[config.mk]
export PLATFORM = sky130hd
export DESIGN_NAME = prd_dma
export DESIGN_NICKNAME = d
export VERILOG_FILES = /design/src/rtl/prd_dma_pkg.sv /design/src/rtl/prd_dma_regs.sv /design/src/rtl/prd_dma_engine.sv /design/src/rtl/prd_dma.sv
export SDC_FILE = /design/constraint.sdc
export NUM_CORES = 1
export LEC_CHECK = 0
export ABC_AREA = 1
export BUFFER_PORTS_ARGS = -buffer_cell sky130_fd_sc_hd__buf_4
export CAP_MARGIN = 20
export CORE_ASPECT_RATIO = 0.6
export CORE_MARGIN = 2
export CORE_UTILIZATION = 40
export DETAILED_ROUTE_END_ITERATION = 7
export PLACE_DENSITY_LB_ADDON = 0.2
export SLEW_MARGIN = 40
export SYNTH_ARGS = -nofsm -noshare
export SYNTH_HDL_FRONTEND = slang
export SYNTH_SLANG_ARGS = --single-unit
[constraint.sdc]
create_clock -name clk -period 5.41 [get_ports clk]
set_clock_uncertainty 0.1 [all_clocks]
set_input_delay 1.082 -clock clk [delete_from_list [all_inputs] [get_ports clk]]
set_output_delay 1.082 -clock clk [all_outputs]
set_load 0.01 [all_outputs]
[src/rtl/prd_dma_pkg.sv]
package prd_dma_pkg;
   typedef enum logic [2:0] {
      ST_IDLE,
      ST_DESC_A,
      ST_DESC_B,
      ST_MOVE,
      ST_DRAIN
   } eng_state_t;

   localparam logic [2:0] OFS_CMD = 3'd0;
   localparam logic [2:0] OFS_STS = 3'd2;
   localparam logic [2:0] OFS_PTR = 3'd4;

   localparam int CMD_RUN = 0;
   localparam int CMD_DIR = 3;
   localparam int STS_INT = 2;
   localparam int LAST_FLAG = 31;
endpackage

[src/rtl/prd_dma_regs.sv]
module prd_dma_regs
   import prd_dma_pkg::*;
#(
   parameter int ADDR_W = 32
) (
   input  logic              clk,
   input  logic              rst_n,
   input  logic              wr_en,
   input  logic [2:0]        acc_addr,
   input  logic [ADDR_W-1:0] wr_data,
   output logic [ADDR_W-1:0] rd_data,
   input  logic              fin,
   input  logic              fin_intr,
   input  logic              fin_idle,
   output logic              go,
   output logic              stopped,
   output logic              dir,
   output logic [ADDR_W-1:0] tbl_base,
   output logic              irq
);
   logic run_q, act_q, int_q;
   logic cmd_wr, sts_wr, ptr_wr, run_rise, run_fall;

   assign cmd_wr   = wr_en && (acc_addr == OFS_CMD);
   assign sts_wr   = wr_en && (acc_addr == OFS_STS);
   assign ptr_wr   = wr_en && (acc_addr == OFS_PTR);
   assign run_rise = cmd_wr && wr_data[CMD_RUN] && !run_q;
   assign run_fall = cmd_wr && !wr_data[CMD_RUN] && run_q;

   always_ff @(posedge clk or negedge rst_n) begin
      if (!rst_n) begin
         run_q    <= 1'b0;
         dir      <= 1'b0;
         act_q    <= 1'b0;
         int_q    <= 1'b0;
         go       <= 1'b0;
         stopped  <= 1'b0;
         tbl_base <= '0;
      end else begin
         if (fin) go <= 1'b0;
         if (fin && fin_idle) act_q <= 1'b0;
         if (cmd_wr) begin
            run_q <= wr_data[CMD_RUN];
            if (!go) dir <= wr_data[CMD_DIR];
         end
         if (run_rise) begin
            act_q   <= 1'b1;
            go      <= 1'b1;
            stopped <= 1'b0;
         end
         if (run_fall) begin
            act_q   <= 1'b0;
            stopped <= 1'b1;
         end
         if (sts_wr && wr_data[STS_INT]) int_q <= 1'b0;
         if (fin && fin_intr) int_q <= 1'b1;
         if (ptr_wr) tbl_base <= {wr_data[ADDR_W-1:2], 2'b00};
      end
   end

   always_comb begin
      case (acc_addr)
         OFS_CMD: rd_data = ADDR_W'({dir, 2'b00, run_q});
         OFS_STS: rd_data = ADDR_W'({int_q, 1'b0, act_q});
         OFS_PTR: rd_data = tbl_base;
         default: rd_data = '0;
      endcase
   end

   assign irq = int_q;

   assert_irq_after_done_R10: assert property (@(posedge clk) disable iff (!rst_n)
      (fin && fin_intr) |=> irq);
   assert_start_sets_active_R1: assert property (@(posedge clk) disable iff (!rst_n)
      run_rise |=> rd_data[0] || (acc_addr != OFS_STS));
endmodule

[src/rtl/prd_dma_engine.sv]
module prd_dma_engine
   import prd_dma_pkg::*;
#(
   parameter int ADDR_W = 32,
   parameter int LEN_W  = 20,
   parameter int SEG_W  = 16
) (
   input  logic              clk,
   input  logic              rst_n,
   input  logic              go,
   input  logic              stopped,
   input  logic              dir,
   input  logic [ADDR_W-1:0] tbl_base,
   input  logic              drv_req,
   input  logic [LEN_W-1:0]  drv_len,
   output logic              mem_req,
   output logic              mem_we,
   output logic              mem_word,
   output logic [ADDR_W-1:0] mem_addr,
   output logic [7:0]        mem_wdata,
   input  logic              mem_ack,
   input  logic [31:0]       mem_rdata,
   input  logic              in_valid,
   input  logic [7:0]        in_data,
   output logic              in_ready,
   output logic              out_valid,
   output logic [7:0]        out_data,
   input  logic              out_ready,
   output logic              fin,
   output logic              fin_intr,
   output logic              fin_idle
);
   localparam int CNT_W = SEG_W + 1;

   generate
      if (SEG_W > 16 || SEG_W < 4) begin : g_bad_seg
         $error("SEG_W must be 4..16");
      end
      if (LEN_W < 2 || ADDR_W < 8 || ADDR_W > 32) begin : g_bad_w
         $error("LEN_W or ADDR_W out of range");
      end
   endgenerate

   eng_state_t        st;
   logic              pend, last, bvalid, step, drain_step;
   logic [LEN_W-1:0]  rem;
   logic [ADDR_W-1:0] ptr, seg_addr;
   logic [CNT_W-1:0]  seg_cnt;
   logic [7:0]        buf_q;
   logic              unused_rdata;

   assign unused_rdata = ^mem_rdata;
   assign mem_wdata = buf_q;

   always_comb begin
      mem_req = 1'b0; mem_we = 1'b0; mem_word = 1'b0; mem_addr = seg_addr;
      in_ready = 1'b0; out_valid = 1'b0; out_data = buf_q;
      step = 1'b0; drain_step = 1'b0;
      fin = 1'b0; fin_intr = 1'b0; fin_idle = 1'b0;
      case (st)
         ST_DESC_A, ST_DESC_B: begin
            mem_req = 1'b1; mem_word = 1'b1; mem_addr = ptr;
         end
         ST_MOVE: begin
            if (dir) begin
               if (!bvalid) in_ready = 1'b1;
               else begin
                  mem_req = !stopped; mem_we = 1'b1;
                  step = stopped || mem_ack;
               end
            end else begin
               if (!bvalid) mem_req = !stopped;
               else begin
                  out_valid = 1'b1;
                  step = out_ready;
               end
            end
         end
         ST_DRAIN: begin
            if (dir) begin
               in_ready = 1'b1; drain_step = in_valid;
            end else begin
               out_valid = 1'b1; out_data = 8'h00; drain_step = out_ready;
            end
         end
         default: ;
      endcase
      if (step) begin
         if (rem == LEN_W'(1)) begin
            fin = 1'b1; fin_intr = 1'b1;
            fin_idle = (seg_cnt == CNT_W'(1)) && last;
         end else if (seg_cnt == CNT_W'(1) && last) begin
            fin = 1'b1; fin_idle = 1'b1;
         end
      end
   end

   always_ff @(posedge clk or negedge rst_n) begin
      if (!rst_n) begin
         st <= ST_IDLE; pend <= 1'b0; last <= 1'b0; bvalid <= 1'b0;
         rem <= '0; ptr <= '0; seg_addr <= '0; seg_cnt <= '0; buf_q <= '0;
      end else begin
         case (st)
            ST_IDLE: begin
               if (drv_req && drv_len != '0) begin
                  pend <= 1'b1; rem <= drv_len;
               end
               if (pend && go) begin
                  ptr <= tbl_base; bvalid <= 1'b0; st <= ST_DESC_A;
               end
            end
            ST_DESC_A: if (mem_ack) begin
               seg_addr <= mem_rdata[ADDR_W-1:0];
               ptr <= ptr + ADDR_W'(4);
               st <= ST_DESC_B;
            end
            ST_DESC_B: if (mem_ack) begin
               seg_cnt <= (mem_rdata[SEG_W-1:0] == '0) ? (CNT_W'(1) << SEG_W)
                                                       : {1'b0, mem_rdata[SEG_W-1:0]};
               last <= mem_rdata[LAST_FLAG];
               ptr <= ptr + ADDR_W'(4);
               st <= ST_MOVE;
            end
            ST_MOVE: begin
               if (!bvalid) begin
                  if (dir && in_valid) begin
                     buf_q <= in_data; bvalid <= 1'b1;
                  end else if (!dir && (stopped || mem_ack)) begin
                     buf_q <= stopped ? 8'h00 : mem_rdata[7:0]; bvalid <= 1'b1;
                  end
               end
               if (step) begin
                  bvalid   <= 1'b0;
                  rem      <= rem - LEN_W'(1);
                  seg_cnt  <= seg_cnt - CNT_W'(1);
                  seg_addr <= seg_addr + ADDR_W'(1);
                  if (rem == LEN_W'(1)) begin
                     st <= ST_IDLE; pend <= 1'b0;
                  end else if (seg_cnt == CNT_W'(1)) begin
                     st <= last ? ST_DRAIN : ST_DESC_A;
                  end
               end
            end
            ST_DRAIN: if (drain_step) begin
               rem <= rem - LEN_W'(1);
               if (rem == LEN_W'(1)) begin
                  st <= ST_IDLE; pend <= 1'b0;
               end
            end
            default: st <= ST_IDLE;
         endcase
      end
   end

   assert_desc_aligned_R2: assert property (@(posedge clk) disable iff (!rst_n)
      (mem_req && mem_word) |-> (mem_addr[1:0] == 2'b00));
   assert_req_hold_R3: assert property (@(posedge clk) disable iff (!rst_n)
      (mem_req && !mem_ack) |=> (mem_req && $stable(mem_addr)));
   assert_stop_no_data_R8: assert property (@(posedge clk) disable iff (!rst_n)
      (stopped && mem_req) |-> mem_word);
   assert_one_direction_R4: assert property (@(posedge clk) disable iff (!rst_n)
      !(in_ready && out_valid));
   assert_drain_quiet_R6: assert property (@(posedge clk) disable iff (!rst_n)
      (st == ST_DRAIN) |-> !mem_req);
endmodule

[src/rtl/prd_dma.sv]
module prd_dma
   import prd_dma_pkg::*;
#(
   parameter int ADDR_W = 32,
   parameter int LEN_W  = 20,
   parameter int SEG_W  = 16
) (
   input  logic              clk,
   input  logic              rst_n,
   input  logic              reg_we,
   input  logic [2:0]        reg_addr,
   input  logic [ADDR_W-1:0] reg_wdata,
   output logic [ADDR_W-1:0] reg_rdata,
   input  logic              drv_req,
   input  logic [LEN_W-1:0]  drv_len,
   output logic              mem_req,
   output logic              mem_we,
   output logic              mem_word,
   output logic [ADDR_W-1:0] mem_addr,
   output logic [7:0]        mem_wdata,
   input  logic              mem_ack,
   input  logic [31:0]       mem_rdata,
   input  logic              in_valid,
   input  logic [7:0]        in_data,
   output logic              in_ready,
   output logic              out_valid,
   output logic [7:0]        out_data,
   input  logic              out_ready,
   output logic              irq
);
   logic              go, stopped, dir, fin, fin_intr, fin_idle;
   logic [ADDR_W-1:0] tbl_base;

   prd_dma_regs #(.ADDR_W(ADDR_W)) u_regs (
      .clk(clk), .rst_n(rst_n), .wr_en(reg_we), .acc_addr(reg_addr),
      .wr_data(reg_wdata), .rd_data(reg_rdata), .fin(fin), .fin_intr(fin_intr),
      .fin_idle(fin_idle), .go(go), .stopped(stopped), .dir(dir),
      .tbl_base(tbl_base), .irq(irq)
   );

   prd_dma_engine #(.ADDR_W(ADDR_W), .LEN_W(LEN_W), .SEG_W(SEG_W)) u_engine (
      .clk(clk), .rst_n(rst_n), .go(go), .stopped(stopped), .dir(dir),
      .tbl_base(tbl_base), .drv_req(drv_req), .drv_len(drv_len),
      .mem_req(mem_req), .mem_we(mem_we), .mem_word(mem_word),
      .mem_addr(mem_addr), .mem_wdata(mem_wdata), .mem_ack(mem_ack),
      .mem_rdata(mem_rdata), .in_valid(in_valid), .in_data(in_data),
      .in_ready(in_ready), .out_valid(out_valid), .out_data(out_data),
      .out_ready(out_ready), .fin(fin), .fin_intr(fin_intr), .fin_idle(fin_idle)
   );
endmodule

* Yosys cells after proc, flatten, opt, wreduce, memory -nomap -nowiden *
Cells that the tools add are included.
Widths: inputs -> output; s select.

word-level totals
  input port bits = 102
  bits in registers = 151
  output and inout bits = 86

cells by class
  mux-type cells = 79
  add/sub/neg operators = 4
  equality and inequality tests = 17
  bitwise gates (word level) = 2
  reductions and logical operators = 44

operators with widths
  kind                   count
  $mux 32                5
  $pmux 32 s2            2
  $pmux 32 s3            1
  $mux 20                3
  $pmux 20 s3            1
  $mux 17                3
  $mux 1                 43
  $mux 8                 5
  $pmux 17 s2            1
  $add 32x1->32 const B  1
  $add 32x3->32 const B  1
  $mux 3                 9
  $eq 20x1->1 const B    1
  $reduce_bool 20->1     1
  $sub 20x1->20 const B  1
  $eq 17x1->1 const B    1
  $sub 17x1->17 const B  1
  $logic_not 16->1       1
  $reduce_bool 2->1      8
  $logic_and 1x1->1      15
  $pmux 3 s5             1
  $ne 2x1->1 const B     6
  $reduce_and 3->1       4
  $eq 3x2->1 const B     3
  other kinds (15)       28

* Logic depth before layout (Yosys ltp) *
  word-level depth = 9
  gate-level depth with buffers = 12
  depth with buffers taken out = 11

* Hierarchy *
A second synthesis with hierarchy kept.

second synthesis, totals
  cell total of the unflattened synthesis = 1675
  area, all modules = 10757.8 µm²

modules (own cells, without submodules)
  module          seq. area each (µm²)  area each (µm²)  cells each  instances
  prd_dma_engine  2877.8                8878.5           1436        1
  prd_dma_regs    900.9                 1879.3           239         1

* Worst setup path before layout *
No wires, ideal clock.

  path type = input-to-output
  from = input port reg_addr[1]
  to = output port reg_rdata[10]
  path buffers = 2
  stages on the path = 5
  path slack = 2273 ps
  data arrival time = 1955 ps
  cell sequence = nor2_1 > nand2_1 > clkbuf_1 > buf_1 > nor2_1

between the ends
  longest elaborated chain between the ends = 2

RTL lines
  element                             line                text
  start: declaration                  prd_dma.sv:11       input logic [2:0] reg_addr,
  $eq 3x3->1 (tied with other cells)  prd_dma_regs.sv:62  case (acc_addr)
  $pmux 32 s3 *                       prd_dma_regs.sv:62
  end: declaration                    prd_dma.sv:13       output logic [ADDR_W-1:0] reg_rdata,

Every way passes the cells marked *; elsewhere a longest branch is shown, timed or not.

* Worst setup path in the final report *
  from = register u_engine.st[1]
  to = output port mem_addr[24]

between the ends
  longest elaborated chain between the ends = 3

RTL lines
  element                                          line                   text
  start: declaration                               prd_dma_engine.sv:44   eng_state_t st;
  start signal: assignment                         prd_dma_engine.sv:140  st <= last ? ST_DRAIN : ST_DESC_A;
  $eq 3x1->1 / $eq 3x2->1 (equally long branches)  prd_dma_engine.sv:60   case (st)
  $reduce_or 2->1 (no line) *                      n/a
  $mux 32 *                                        prd_dma_engine.sv:60
  end: declaration                                 prd_dma.sv:19          output logic [ADDR_W-1:0] mem_addr,

Marked as above.

==> impl_metrics.json <==
{
  "status": "completed",
  "synth_cell_types": 44,
  "slew_headroom_pct": 45.6,
  "numCtsBuffers": 17,
  "die_height_um": 127,
  "endpoint_kind": "primary output",
  "antenna_found_initial": 0,
  "finalCritPeriodShare_pct": 68.2,
  "drtIter0Drc": 1189,
  "cts_hold_buf": 0,
  "place_area_um2": 11700,
  "start_util_pct": 41.3,
  "avgViaCountPerCell": 5.13,
  "route.detailed.drc": 0,
  "cts_resized": 0,
  "post_cts_buffers": 0,
  "final_cells": 2089,
  "p_per_area_nw_per_um2": 608,
  "syn_area_um2": 10100,
  "drtAntennaViolNets": 0,
  "setup_violations": 0,
  "hpwl_um": 25300,
  "drv_slew": 0,
  "seqCellArea_um2": 3730,
  "grt_remaining_overflow": 0,
  "syn_nets": 1709,
  "maxCapViolations": 0,
  "grt_pass1_wl_um": 53800,
  "timing.fmax_ghz": 0.271,
  "fillers": 2554,
  "async_reset_ff_share_pct": 100,
  "tightest_slew_ns": 0.815,
  "multi_input_area_um2": 5410,
  "dieArea_um2": 26500,
  "gp_congestion": 0.925,
  "power.total_mw": 7.43,
  "insertion_delay_ns": 0.44,
  "clockRootBuffer": "clkbuf_16",
  "fp.dieW_um": 209,
  "layout_min_cycle_time_ns": 3.69,
  "syn_inst": 1601,
  "p_leak_nw": 6.14,
  "finalSetupTns_ns": 0,
  "core_area_um2": 24400,
  "ys_ff_latch": 149,
  "cts_tree": "done",
  "critical_path_class": "flop to primary output",
  "layout-drive-gt1-share_pct": 13.8,
  "io_buffers": 185,
  "startpoint_type": "flop",
  "fin_area_um2": 12200,
  "min_path_type": "flop to flop",
  "drt-pass1-iter-count": 5,
  "drt-total-wl_um": 33600,
  "clkSlewWorstSetupHoldPaths_ns": 0.07,
  "grt_pass1_vias": 9550,
  "final_core_util_pct": 50.0,
  "wire_per_inst_um": 16.1,
  "area_growth_pct": 21.2,
  "seq_area_frac_synth_pct": 37.0,
  "synth.avg_cell_area_um2": 6.30,
  "grtUsageTotal_pct": 25.9,
  "rsz0062_at_grt": "no",
  "worstPathRequired_ns": 4.23,
  "yosys_warnings": 0,
  "grt_max_degree": 72,
  "peakVddDrop_mv": 0.283,
  "dp.cells": 2057,
  "num_vias": 10700,
  "hold_viol": 0,
  "critPathMaxFanout": 71,
  "ios": 188,
  "clk_path_buf_depth": 2,
  "cts_sinks": 149,
  "cts_max_level": 4,
  "synth_edf_count": 0,
  "diodes": 0,
  "synthFlopType": "dfrtp_1",
  "layout.nets": 1862,
  "rows": 44,
  "critical_path_arrival_ns": 2.51
}
-- worst paths after layout --
check                      depth (start not counted)                              from                                to  slack (ns)
setup / recovery                                   7        u_engine.st[1]$_DFFE_PN0P_                      mem_addr[24]        1.72
hold / removal                                     2  u_engine.seg_cnt[10]$_DFFE_PN0P_  u_engine.seg_cnt[10]$_DFFE_PN0P_        0.38
setup reg to reg                                  10        u_engine.st[1]$_DFFE_PN0P_      u_engine.ptr[18]$_DFFE_PN0P_        2.20
hold reg to reg                                    2  u_engine.seg_cnt[10]$_DFFE_PN0P_  u_engine.seg_cnt[10]$_DFFE_PN0P_        0.38
max in group asynchronous                          2                             rst_n  u_engine.seg_cnt[13]$_DFFE_PN0P_        3.51
min in group asynchronous                          1                             rst_n      u_engine.rem[17]$_DFFE_PN0P_        0.52
-- routing by layer --
metal	up-vias	GRT usage [%]	wire length [um]	share of wire [%]
met5	-	0	0	0
met4	0	4.96	349	1.0
met3	22	6.39	2820	8.4
met2	359	33.1	12700	38
met1	4933	42.6	17700	53
li1	5397	-	-	-
-- stage by stage --
step           hold slack (ns)  setup slack, ns
6_report                 0.383             1.72
3_5_place_dp             0.363             1.56
3_3_place_gp             0.358             1.74
5_1_grt                  0.416             1.53
4_1_cts                  0.384             1.55
2_1_floorplan            0.342             2.27
-- cell usage after synthesis, types with 2 or more instances --
cell type	instances	share of area (%)
o21a_1	8	0.60
nor2_2	3	0.19
a31oi_1	13	0.81
clkbuf_1	18	0.67
o22ai_1	2	0.12
nor3_1	16	0.79
o31ai_1	5	0.37
a22oi_1	2	0.15
o21ai_1	19	0.94
nand2_2	3	0.19
o211ai_1	4	0.30
or2_2	4	0.25
xnor2_1	3	0.26
nand3_1	116	5.8
nor2_1	311	12
buf_6	2	0.22
inv_2	4	0.15
a21oi_1	84	4.2
buf_2	28	1.4
nand3b_1	7	0.52
o21bai_1	5	0.37
nand2_1	449	17
nand4_1	18	1.1
nor4_1	2	0.12
ha_1	6	0.74
nand3_2	2	0.20
inv_1	182	6.8
xor2_1	8	0.69
o21ai_0	108	5.4
dfrtp_1	149	37
buf_1	3	0.11
buf_4	5	0.37
-- state kept, by name, indices dropped and copies added (netlist names), 3 cells and up --
signal / cells
u_engine.st: 3
u_regs.tbl_base: 30
u_engine.ptr: 30
u_engine.seg_addr: 32
u_engine.mem_wdata: 8
u_engine.seg_cnt: 17
u_engine.rem: 20
-- cells by family (layout without fill, tap and decap cells) --
| logic type | count (synthesis) | in the layout | share of synthesized area [%] |
|---|---|---|---|
| and+or+nand+nor | 936 | 936 | 37.8 |
| DFF | 149 | 149 | 37.0 |
| muxes | 2 | 2 | 0.211 |
| AOI/OAI and AO/OA | 254 | 254 | 13.5 |
| other | 1 | 1 | 0.0372 |
| adders and majority gates | 6 | 6 | 0.744 |
| xor gates and xnor gates | 11 | 11 | 0.956 |
| buffers and inverters | 242 | 408 | 9.69 |
-- power breakdown --
group	total [mW]	switching [mW]	internal, mW
combinational	4.12	2.69	1.43
clock	1.15	0.511	0.643
sequential	2.16	0.561	1.60
total	7.43	3.76	3.67
-- cell usage in the layout (no fill, tap or decap), drive strengths merged --
| master | n |
|---|---|
| nand2 | 452 |
| nor2 | 315 |
| buf | 190 |
| inv | 187 |
| dfrtp | 149 |
| o21ai | 127 |
| nand3 | 118 |
| a21oi | 85 |
| clkbuf | 20 |
| nand4 | 18 |
| nor3 | 16 |
| a31oi | 13 |
| o21a | 8 |
| xor2 | 8 |
| nand3b | 7 |
| ha | 6 |
| or2 | 6 |
| clkinv | 6 |
| o31ai | 5 |
| o21bai | 5 |
| o211ai | 4 |
| clkinvlp | 4 |
| xnor2 | 3 |
| nor4 | 3 |
| o22ai | 2 |
| a22oi | 2 |
| a32o | 1 |
| mux2 | 1 |
| a21o | 1 |
| mux2i | 1 |
| a22o | 1 |
| nand2b | 1 |
| conb | 1 |
| bufinv | 1 |
-- critical path, stage by stage, from the launching register on --
cell,delay (ns)
dfrtp_1,0.49
inv_1,0.14
nand3_1,0.12
nand2_2,0.12
buf_4,0.55
nand2_1,0.29
o21a_1,0.18
buf_4,0.14
-- cell type report --
class,count,area share [%]
tap,322,3.30
inverter,186,5.73
timing repair buffer,190,11.7
clock buffer,20,3.66
sequential,149,30.5
clock inverter,12,0.870
multi-input combinational,1210,44.2
(Power assumes the default switching activity.)
